==> src/rtl/drp_bridge_pkg.sv <==
package drp_bridge_pkg;

  typedef enum logic [0:0] {
    SEQ_IDLE = 1'b0,
    SEQ_WAIT = 1'b1
  } seq_state_e;

  // control word field positions (software visible)
  localparam int CTL_EN_BIT   = 16;
  localparam int CTL_BUSY_BIT = 20;

  // true when exactly one bit of v is set
  function automatic logic single_hot(input logic [31:0] v);
    return (v != 32'd0) && ((v & (v - 32'd1)) == 32'd0);
  endfunction

endpackage

==> src/rtl/drp_bridge_ctl.sv <==
module drp_bridge_ctl
  import drp_bridge_pkg::*;
#(
  parameter int NCH = 5
) (
  input  logic           clk,
  input  logic           rst_n,
  input  logic           wr,
  input  logic [NCH-1:0] sel_in,
  input  logic           en_in,
  input  logic           busy,
  output logic [NCH-1:0] sel,
  output logic           en,
  output logic           ok,
  output logic [31:0]    word
);

  always_ff @(posedge clk) begin
    if (!rst_n) begin
      sel <= '0;
      en  <= 1'b0;
    end else if (wr) begin
      sel <= sel_in;
      en  <= en_in;
    end
  end

  assign ok = en && single_hot(32'(sel));

  always_comb begin
    word               = '0;
    word[NCH-1:0]      = sel;
    word[CTL_EN_BIT]   = en;
    word[CTL_BUSY_BIT] = busy;
  end

endmodule

==> src/rtl/drp_bridge_mux.sv <==
module drp_bridge_mux #(
  parameter int NCH = 5,
  parameter int DW  = 16
) (
  input  logic [NCH*DW-1:0] drp_do,
  input  logic [NCH-1:0]    drp_rdy,
  input  logic [NCH-1:0]    tgt,
  output logic [DW-1:0]     do_sel,
  output logic              rdy_sel
);

  logic [DW-1:0] masked [NCH];

  for (genvar c = 0; c < NCH; c++) begin : g_mask
    assign masked[c] = tgt[c] ? drp_do[c*DW +: DW] : '0;
  end

  always_comb begin
    do_sel = '0;
    for (int c = 0; c < NCH; c++) do_sel = do_sel | masked[c];
  end

  assign rdy_sel = |(drp_rdy & tgt);

endmodule

==> src/rtl/drp_bridge_seq.sv <==
module drp_bridge_seq
  import drp_bridge_pkg::*;
#(
  parameter int NCH     = 5,
  parameter int AW      = 9,
  parameter int DW      = 16,
  parameter int TIMEOUT = 256
) (
  input  logic           clk,
  input  logic           rst_n,
  input  logic           start,
  input  logic           start_we,
  input  logic [AW-1:0]  start_addr,
  input  logic [DW-1:0]  start_data,
  input  logic [NCH-1:0] start_tgt,
  input  logic           rdy_sel,
  input  logic [DW-1:0]  do_sel,
  output logic [NCH-1:0] drp_en,
  output logic           drp_we,
  output logic [AW-1:0]  drp_addr,
  output logic [DW-1:0]  drp_di,
  output logic [NCH-1:0] tgt,
  output logic           busy,
  output logic           wait_st,
  output logic           done,
  output logic [DW-1:0]  done_data,
  output logic           timeout_hit
);

  localparam int          CW   = (TIMEOUT > 1) ? $clog2(TIMEOUT) : 1;
  localparam logic [CW-1:0] LAST = CW'(TIMEOUT - 1);

  seq_state_e     state_q;
  logic [CW-1:0]  cnt_q;
  logic [NCH-1:0] en_q;
  logic           last_wait;

  assign wait_st     = (state_q == SEQ_WAIT);
  assign last_wait   = (cnt_q == LAST);
  assign done        = wait_st && (rdy_sel || last_wait);
  assign timeout_hit = wait_st && !rdy_sel && last_wait;
  assign done_data   = drp_we ? '0 : (rdy_sel ? do_sel : '1);
  assign busy        = wait_st;
  assign drp_en      = en_q;

  always_ff @(posedge clk) begin
    if (!rst_n) begin
      state_q  <= SEQ_IDLE;
      cnt_q    <= '0;
      en_q     <= '0;
      drp_we   <= 1'b0;
      drp_addr <= '0;
      drp_di   <= '0;
      tgt      <= '0;
    end else begin
      en_q <= '0;
      case (state_q)
        SEQ_IDLE: if (start) begin
          state_q  <= SEQ_WAIT;
          cnt_q    <= '0;
          en_q     <= start_tgt;
          tgt      <= start_tgt;
          drp_we   <= start_we;
          drp_addr <= start_addr;
          drp_di   <= start_data;
        end
        SEQ_WAIT: begin
          if (done) state_q <= SEQ_IDLE;
          else      cnt_q   <= cnt_q + 1'b1;
        end
        default: state_q <= SEQ_IDLE;
      endcase
    end
  end

endmodule

==> src/rtl/drp_bridge.sv <==
module drp_bridge
  import drp_bridge_pkg::*;
#(
  parameter int NUM_LANES = 4,
  parameter int NUM_PLLS  = 1,
  parameter int DRP_AW    = 9,
  parameter int DRP_DW    = 16,
  parameter int BUS_AW    = 16,
  parameter int TIMEOUT   = 256,
  parameter int WIN_BASE  = 32'h800,
  parameter int CTL_ADDR  = 0
) (
  input  logic                                  clk,
  input  logic                                  rst_n,
  input  logic                                  bus_req,
  input  logic                                  bus_we,
  input  logic [BUS_AW-1:0]                     bus_addr,
  input  logic [31:0]                           bus_wdata,
  output logic                                  bus_ack,
  output logic [31:0]                           bus_rdata,
  output logic                                  drp_busy,
  output logic [NUM_LANES+NUM_PLLS-1:0]         drp_en,
  output logic                                  drp_we,
  output logic [DRP_AW-1:0]                     drp_addr,
  output logic [DRP_DW-1:0]                     drp_di,
  input  logic [(NUM_LANES+NUM_PLLS)*DRP_DW-1:0] drp_do,
  input  logic [NUM_LANES+NUM_PLLS-1:0]         drp_rdy
);

  localparam int          NCH    = NUM_LANES + NUM_PLLS;
  localparam logic [31:0] WIN_LO = 32'(WIN_BASE);
  localparam logic [31:0] WIN_HI = WIN_LO + 32'(4 << DRP_AW);

  function automatic logic in_window(input logic [BUS_AW-1:0] a);
    logic [31:0] w;
    w = 32'(a);
    return (w >= WIN_LO) && (w < WIN_HI);
  endfunction

  function automatic logic [DRP_AW-1:0] win_index(input logic [BUS_AW-1:0] a);
    logic [31:0] w;
    w = 32'(a) - WIN_LO;
    return DRP_AW'(w >> 2);
  endfunction

  logic              ack_q;
  logic [31:0]       rdata_q;
  logic [NCH-1:0]    ctl_sel;
  logic              ctl_en, ctl_ok;
  logic [31:0]       ctl_word;
  logic [NCH-1:0]    tgt;
  logic              seq_busy, seq_wait, seq_done, seq_timeout;
  logic [DRP_DW-1:0] seq_data, mux_do;
  logic              mux_rdy;

  // named events, also observed by the bound checker
  logic hit_ctl, hit_win, accept, start_drp, blocked_acc, ctl_wr;
  assign hit_ctl     = (bus_addr == BUS_AW'(CTL_ADDR));
  assign hit_win     = in_window(bus_addr);
  assign accept      = bus_req && !seq_busy && !ack_q;
  assign start_drp   = accept && hit_win && ctl_ok;
  assign blocked_acc = accept && !start_drp && !hit_ctl;
  assign ctl_wr      = accept && hit_ctl && bus_we;

  logic unused_wdata;
  assign unused_wdata = ^bus_wdata[31:17];

  drp_bridge_ctl #(.NCH(NCH)) u_ctl (
    .clk    (clk),
    .rst_n  (rst_n),
    .wr     (ctl_wr),
    .sel_in (bus_wdata[NCH-1:0]),
    .en_in  (bus_wdata[CTL_EN_BIT]),
    .busy   (seq_busy),
    .sel    (ctl_sel),
    .en     (ctl_en),
    .ok     (ctl_ok),
    .word   (ctl_word)
  );

  drp_bridge_mux #(.NCH(NCH), .DW(DRP_DW)) u_mux (
    .drp_do  (drp_do),
    .drp_rdy (drp_rdy),
    .tgt     (tgt),
    .do_sel  (mux_do),
    .rdy_sel (mux_rdy)
  );

  drp_bridge_seq #(.NCH(NCH), .AW(DRP_AW), .DW(DRP_DW), .TIMEOUT(TIMEOUT)) u_seq (
    .clk         (clk),
    .rst_n       (rst_n),
    .start       (start_drp),
    .start_we    (bus_we),
    .start_addr  (win_index(bus_addr)),
    .start_data  (bus_wdata[DRP_DW-1:0]),
    .start_tgt   (ctl_sel),
    .rdy_sel     (mux_rdy),
    .do_sel      (mux_do),
    .drp_en      (drp_en),
    .drp_we      (drp_we),
    .drp_addr    (drp_addr),
    .drp_di      (drp_di),
    .tgt         (tgt),
    .busy        (seq_busy),
    .wait_st     (seq_wait),
    .done        (seq_done),
    .done_data   (seq_data),
    .timeout_hit (seq_timeout)
  );

  always_ff @(posedge clk) begin
    if (!rst_n) begin
      ack_q   <= 1'b0;
      rdata_q <= '0;
    end else begin
      ack_q <= 1'b0;
      if (seq_done) begin
        ack_q   <= 1'b1;
        rdata_q <= 32'(seq_data);
      end else if (accept && !start_drp) begin
        ack_q   <= 1'b1;
        rdata_q <= (hit_ctl && !bus_we) ? ctl_word : '0;
      end
    end
  end

  assign bus_ack   = ack_q;
  assign bus_rdata = rdata_q;
  assign drp_busy  = seq_busy;

endmodule

==> config.mk <==
export PLATFORM = sky130hd
export DESIGN_NAME = drp_bridge
export DESIGN_NICKNAME = d
export VERILOG_FILES = /design/src/rtl/drp_bridge_pkg.sv /design/src/rtl/drp_bridge_ctl.sv /design/src/rtl/drp_bridge_mux.sv /design/src/rtl/drp_bridge_seq.sv /design/src/rtl/drp_bridge.sv
export SDC_FILE = /design/constraint.sdc
export NUM_CORES = 1
export LEC_CHECK = 0
export BUFFER_PORTS_ARGS = -buffer_cell sky130_fd_sc_hd__buf_2
export CORE_ASPECT_RATIO = 1.4
export CORE_UTILIZATION = 46
export DETAILED_ROUTE_END_ITERATION = 6
export PLACE_DENSITY = 0.85
export SLEW_MARGIN = 20
export SYNTH_ARGS = -nofsm -noshare
export SYNTH_HDL_FRONTEND = slang
export SYNTH_SLANG_ARGS = --single-unit
==> constraint.sdc <==
create_clock -name clk -period 4.47 [get_ports clk]
set_input_delay 0.6705 -clock clk [delete_from_list [all_inputs] [get_ports clk]]
set_output_delay 0.6705 -clock clk [all_outputs]
set_load 0.005 [all_outputs]
==> out/qor.csv, run 1 <==
metric,value,unit
power.total,1.28,mW
synthToLayoutAreaGrowth,32.4,%
worst_pin_slew,927,ps
wl_per_cell,15.0,um
final_area,4280,sq um
cts_resized,0,
r2r-start,u_seq.tgt[0],
start_kind,flop,
hpwl,7110,um
ant_nets,0,
cp_cell_sequence,a222oi_1 > nand3_1 > nor3_1 > a21oi_1 > a311oi_1,
fill_cells,615,
initial_core_util,0.482,
track_usage,0.255,
drive_above_1_share,0.351,
antenna_cells,0,
gp_congestion,0.840,
drt_iter0_markers,328,
slowest_stage,nor3_1,
synth_top_area_frac,0.434,
placed_cells,632,
ctsHoldBuffers,0,
maxSlewHeadroom,0.381,
placed_cell_area,4050,sq um
die_w,72.8,um
ir_drop,226,uV
finalMaxSlewViolations,0,
rrSetupSlack,1510,ps
clock_sinks,70,
synth_edf_count,0,
final_cells,648,
grt_pass1_vias,3305,
die-height,101,um
portBuffers,172,
clk_pin_slew,80,ps
worstSetupEndpointType,flop,
fin_crit,2960,ps
vias,3610,
cts_buffers,9,
synth_top_cell_by_area,dfxtp_1,
synth_area_per_cell,8.12,sq um
coreArea,6700,sq um
finalCritPeriodShare,0.662,
rr_worst_depth,5,
worstSetupPathType,reg2reg,
cts_max_path_buffers,2,
netlist_top_cells_area,"dfxtp_1 43%, nand2_1 9.6%, a21oi_1 6.8%, a222oi_1 5.3%, a22oi_1 3.7%",
post-route-util,0.638,
routed_wl,9710,um
ioPinCount,202,
leakage,1.86,nW
htreeDepth,3,
grt_pass1_wl,14700,um
p_per_area,299,nW/um^2
arrival,3200,ps
cts-root-buf,clkbuf_8,
r2r-end,u_seq.cnt_q[2],
cts_tree,yes,
rsz0062_at_grt,false,
max_freq,338,MHz
cp.required,4710,ps
hold_depth,2,
antenna_found_initial,0,
tns,0,ps
vias_per_cell,5.57,
clkLatencyLatePin,340,ps
maxCapViolations,0,
drc_errors,0,
yosys_warnings,0,
setup_viol,0,
hp-class,reg2reg,
status,finished clean,
yosysSeqAreaShare,0.434,
postCtsSetupBuffers,0,
ys.flop_type,dfxtp_1,
synth_area,3230,sq um
firstDrtPassIters,7,
fp.dieArea,7370,sq um
finClkSkew,13.0,ps
crit_fanout,21,
synthCells,398,
rows,35,
grt_max_degree,56,
synth-seq-cells,70,
critical-path-max-stage-delay,870,ps
synthDistinctLibCells,37,
async_flop_share,0,
holdPathEnd,u_seq.drp_addr[2],
min_from,u_seq.drp_addr[2],
hold_viol_final,0,
num-nets-final,689,
grt.overflow.total,0,
-- worst max path at each step --
| stage | startpoint | endpoint | slack [ps] | cells after the start |
|---|---|---|---|---|
| finish | u_seq.tgt[0] | u_seq.cnt_q[2] | 1510 | 5 |
| global route | u_seq.tgt[0] | u_seq.cnt_q[2] | 1230 | 5 |
| CTS | u_seq.tgt[0] | u_seq.cnt_q[2] | 1530 | 5 |
| detailed placement | drp_rdy[0] | u_seq.cnt_q[2] | 1380 | 6 |
| global placement | drp_rdy[0] | u_seq.cnt_q[2] | 1450 | 6 |
| floorplan | drp_rdy[0] | u_seq.cnt_q[2] | 2410 | 5 |
-- registers in the layout, summed over array words and instances, names as in the netlist --
| register | cells |
|---|---|
| u_ctl.en | 1 |
| u_seq.cnt_q | 8 |
| u_seq.drp_di | 16 |
| u_seq.busy | 1 |
| u_seq.tgt | 5 |
| u_seq.drp_addr | 9 |
| u_ctl.sel | 5 |
| u_seq.drp_we | 1 |
| u_seq.drp_en | 5 |
| bus_rdata | 18 |
| bus_ack | 1 |
-- power breakdown --
part,total [mW],switching (mW),leakage [nW],internal [mW]
combinational,0.0794,0.0384,1.18,0.0410
clock,0.575,0.242,0.113,0.333
sequential,0.624,0.000499,0.564,0.623
total,1.28,0.281,1.86,0.998
-- cell families after synthesis --
logic type,synth area share
simple gates,0.232
flops,0.434
compound gates,0.237
fa+ha+maj,0.00387
xor+xnor,0.00271
other cells,0.00116
buf+inv,0.0747
mux,0.0155
-- placed cells by master (no fill, tap or decap), types with 3 or more instances in the layout --
cell	Yosys	layout
o21ai_0	10	9
a22oi_1	16	16
nand2_1	83	83
clkbuf_8	0	10
nand3_1	22	22
buf_4	14	3
conb_1	1	14
o22ai_1	5	5
a32oi_1	11	11
a222oi_1	17	17
nor4_1	6	6
a21oi_1	44	44
nor3b_1	6	6
nor2_1	13	13
mux2i_1	5	5
dfxtp_1	70	70
and3_1	13	13
buf_2	7	172
a31oi_1	4	4
or3_1	5	5
-- synthesized netlist by cell type, types with 3 or more instances --
cell and n:
buf_4 14, a32oi_1 11, o22ai_1 5, or3_1 5, mux2i_1 5, o21ai_0 10
a31oi_1 4, nand3_1 22, a22oi_1 16, buf_2 7, a21oi_1 44, and4_1 3
nor3b_1 6, dfxtp_1 70, nor2_1 13, clkbuf_1 24, a222oi_1 17, nand2_1 83
and3_1 13, nor4_1 6
-- per-stage QoR --
| step | setup WS [ps] | hold slack, ps |
|---|---|---|
| after floorplan | 2410 | 448 |
| after global placement | 1450 | 435 |
| after detailed placement | 1380 | 441 |
| after CTS | 1530 | 452 |
| after global routing | 1230 | 470 |
| final | 1510 | 448 |
-- per-layer routing --
layer	wire [um]	global-route usage	vias up	share of wire
li1	-	-	1747	-
met1	3930	0.292	1660	0.40
met2	4880	0.446	179	0.50
met3	640	0.0378	24	0.066
met4	258	0.152	0	0.027
met5	0	0	-	0
-- worst max-delay path, delay by kind of cell (launching register included) --
kind,cells,cell delay (ps)
AND/OR/NAND/NOR,2,1490
flip-flops,1,530
AO/OA/AOI/OAI,3,850
-- cell type report --
| cell class | instances | area (sq um) | share of cell area |
|---|---|---|---|
| flip-flops and latches | 70 | 1400 | 0.328 |
| multi-input cells | 293 | 1640 | 0.383 |
| repair buffers | 175 | 883 | 0.206 |
| clock buffers | 10 | 138 | 0.0322 |
| inverters | 2 | 7.51 | 0.00175 |
| clock inverters | 6 | 93.8 | 0.0219 |
| well taps | 92 | 115 | 0.0269 |
Note: power is estimated with default switching activity, not from simulation.
==> run 2, diff against run 1 <==
- CORE_UTILIZATION: 46 -> 39
- PLACE_DENSITY: 0.85 -> 0.77
- clock period: 4.47 -> 2.4 ns (I/O delays scaled with it)
==> out/qor.csv, run 2 (synthesis gave the netlist of run 1 again) <==
metric,value,unit
status,finished clean,
regArea,1400,sq um
r2r-start,u_seq.cnt_q[0],
vias,3675,
leakage,1.96,nW
post-route-util,0.564,
final_area,4450,sq um
cp.required,2680,ps
cts_tree,yes,
clock_sinks,70,
grt_pass1_vias,3390,
finalCritPeriodShare,0.881,
tns,0,ps
rr_worst_depth,7,
worstSetupEndpointType,flop,
holdPathEnd,u_seq.drp_di[9],
p_per_area,574,nW/um^2
ir_drop,444,uV
final_common_cell,buf_2,
hold_viol_final,0,
ctsHoldBuffers,0,
clkLatencyLatePin,350,ps
hpwl,7770,um
initial_core_util,0.409,
arrival,2390,ps
start_kind,flop,
grt.overflow.total,0,
gp_congestion,0.865,
firstDrtPassIters,5,
cts_buffers,9,
cts_max_path_buffers,2,
multi_input_area,1640,sq um
worstSetupPathType,reg2reg,
htreeDepth,3,
crit_path_start,u_seq.cnt_q[0],
antenna_cells,0,
die_w,78.9,um
drc_errors,0,
min_from,bus_wdata[9],
cts_resized,0,
hp-class,in2reg,
postCtsSetupBuffers,0,
finClkSkew,6.18,ps
drive_above_1_share,0.364,
cts-root-buf,clkbuf_8,
num-nets-final,704,
max_freq,473,MHz
synthToLayoutAreaGrowth,37.8,%
finalMaxSlewViolations,0,
grt_pass1_wl,15600,um
portBuffers,172,
crit_fanout,12,
rows,38,
maxCapViolations,0,
wl_per_cell,15.3,um
track_usage,0.236,
largest_reg_flops,18,
coreArea,7890,sq um
placed_cell_area,4190,sq um
hold_depth,3,
rrSetupSlack,290,ps
fp.dieArea,8660,sq um
routed_wl,10300,um
r2r-end,bus_rdata[4],
drt_iter0_markers,241,
antenna_found_initial,0,
ant_nets,0,
clk_pin_slew,80,ps
vias_per_cell,5.48,
most-common-layout-cells,"172 x buf_2, 83 x nand2_1, 70 x dfxtp_1, 44 x a21oi_1, 22 x nand3_1",
fill_cells,747,
ioPinCount,202,
setup_viol,0,
fin_crit,2110,ps
die-height,110,um
grt_max_degree,26,
rsz0062_at_grt,false,
## run 2: cell count changes in the layout (fill, tap and decap cells not counted), sizes merged
cell      previous run  this run
buf                175       190
bufinv               2         4
clkinvlp             1         0
inv                  3         2
## run 2: cell type report
cell class | instances | share of cell area
Multi-Input combinational cell | 293 | 0.368
Sequential cell | 70 | 0.315
Timing Repair Buffer | 190 | 0.229
Clock inverter | 6 | 0.0301
Clock buffer | 10 | 0.0287
Tap cell | 100 | 0.0281
Inverter | 2 | 0.00169
## run 2: per-stage QoR
stage	cells	total power, mW	hold WS, ps	setup slack [ps]
after global placement	655	1.34	435	385
final	671	2.56	245	285
after CTS	671	2.57	234	258
after global routing	671	2.63	241	110
after floorplan	411	1.24	448	570
after detailed placement	655	1.34	440	276
## run 2: worst max-delay path by stage
| stage | endpoint | slack (ps) | cells after the start |
|---|---|---|---|
| after floorplan | bus_rdata[5] | 570 | 7 |
| after global placement | bus_rdata[0] | 390 | 7 |
| after detailed placement | bus_rdata[4] | 280 | 7 |
| after CTS | bus_rdata[4] | 260 | 7 |
| after global routing | bus_rdata[2] | 110 | 7 |
| final | bus_rdata[4] | 290 | 7 |
## run 2: power breakdown
group / internal (mW) / leakage [nW] / total, mW / switching (mW)
clock: 0.796 / 0.130 / 1.24 / 0.447
sequential: 1.16 / 0.564 / 1.16 / 0.000883
combinational: 0.0809 / 1.26 / 0.153 / 0.0720
## run 2: critical path, cell delays in order (launching register included)
cell,delay [ps]
dfxtp_1,370
ha_1,200
nand3_1,180
or3_1,430
a211oi_1,440
buf_12,190
nand2_1,110
o22ai_1,130
## run 2: metal layers
| layer | vias to the layer above | GRT usage | wire (um) |
|---|---|---|---|
| li1 | 1784 | - | - |
| met1 | 1679 | 0.229 | 3750 |
| met2 | 177 | 0.452 | 5350 |
| met3 | 35 | 0.0556 | 741 |
| met4 | 0 | 0.131 | 418 |
| met5 | - | 0 | 0 |
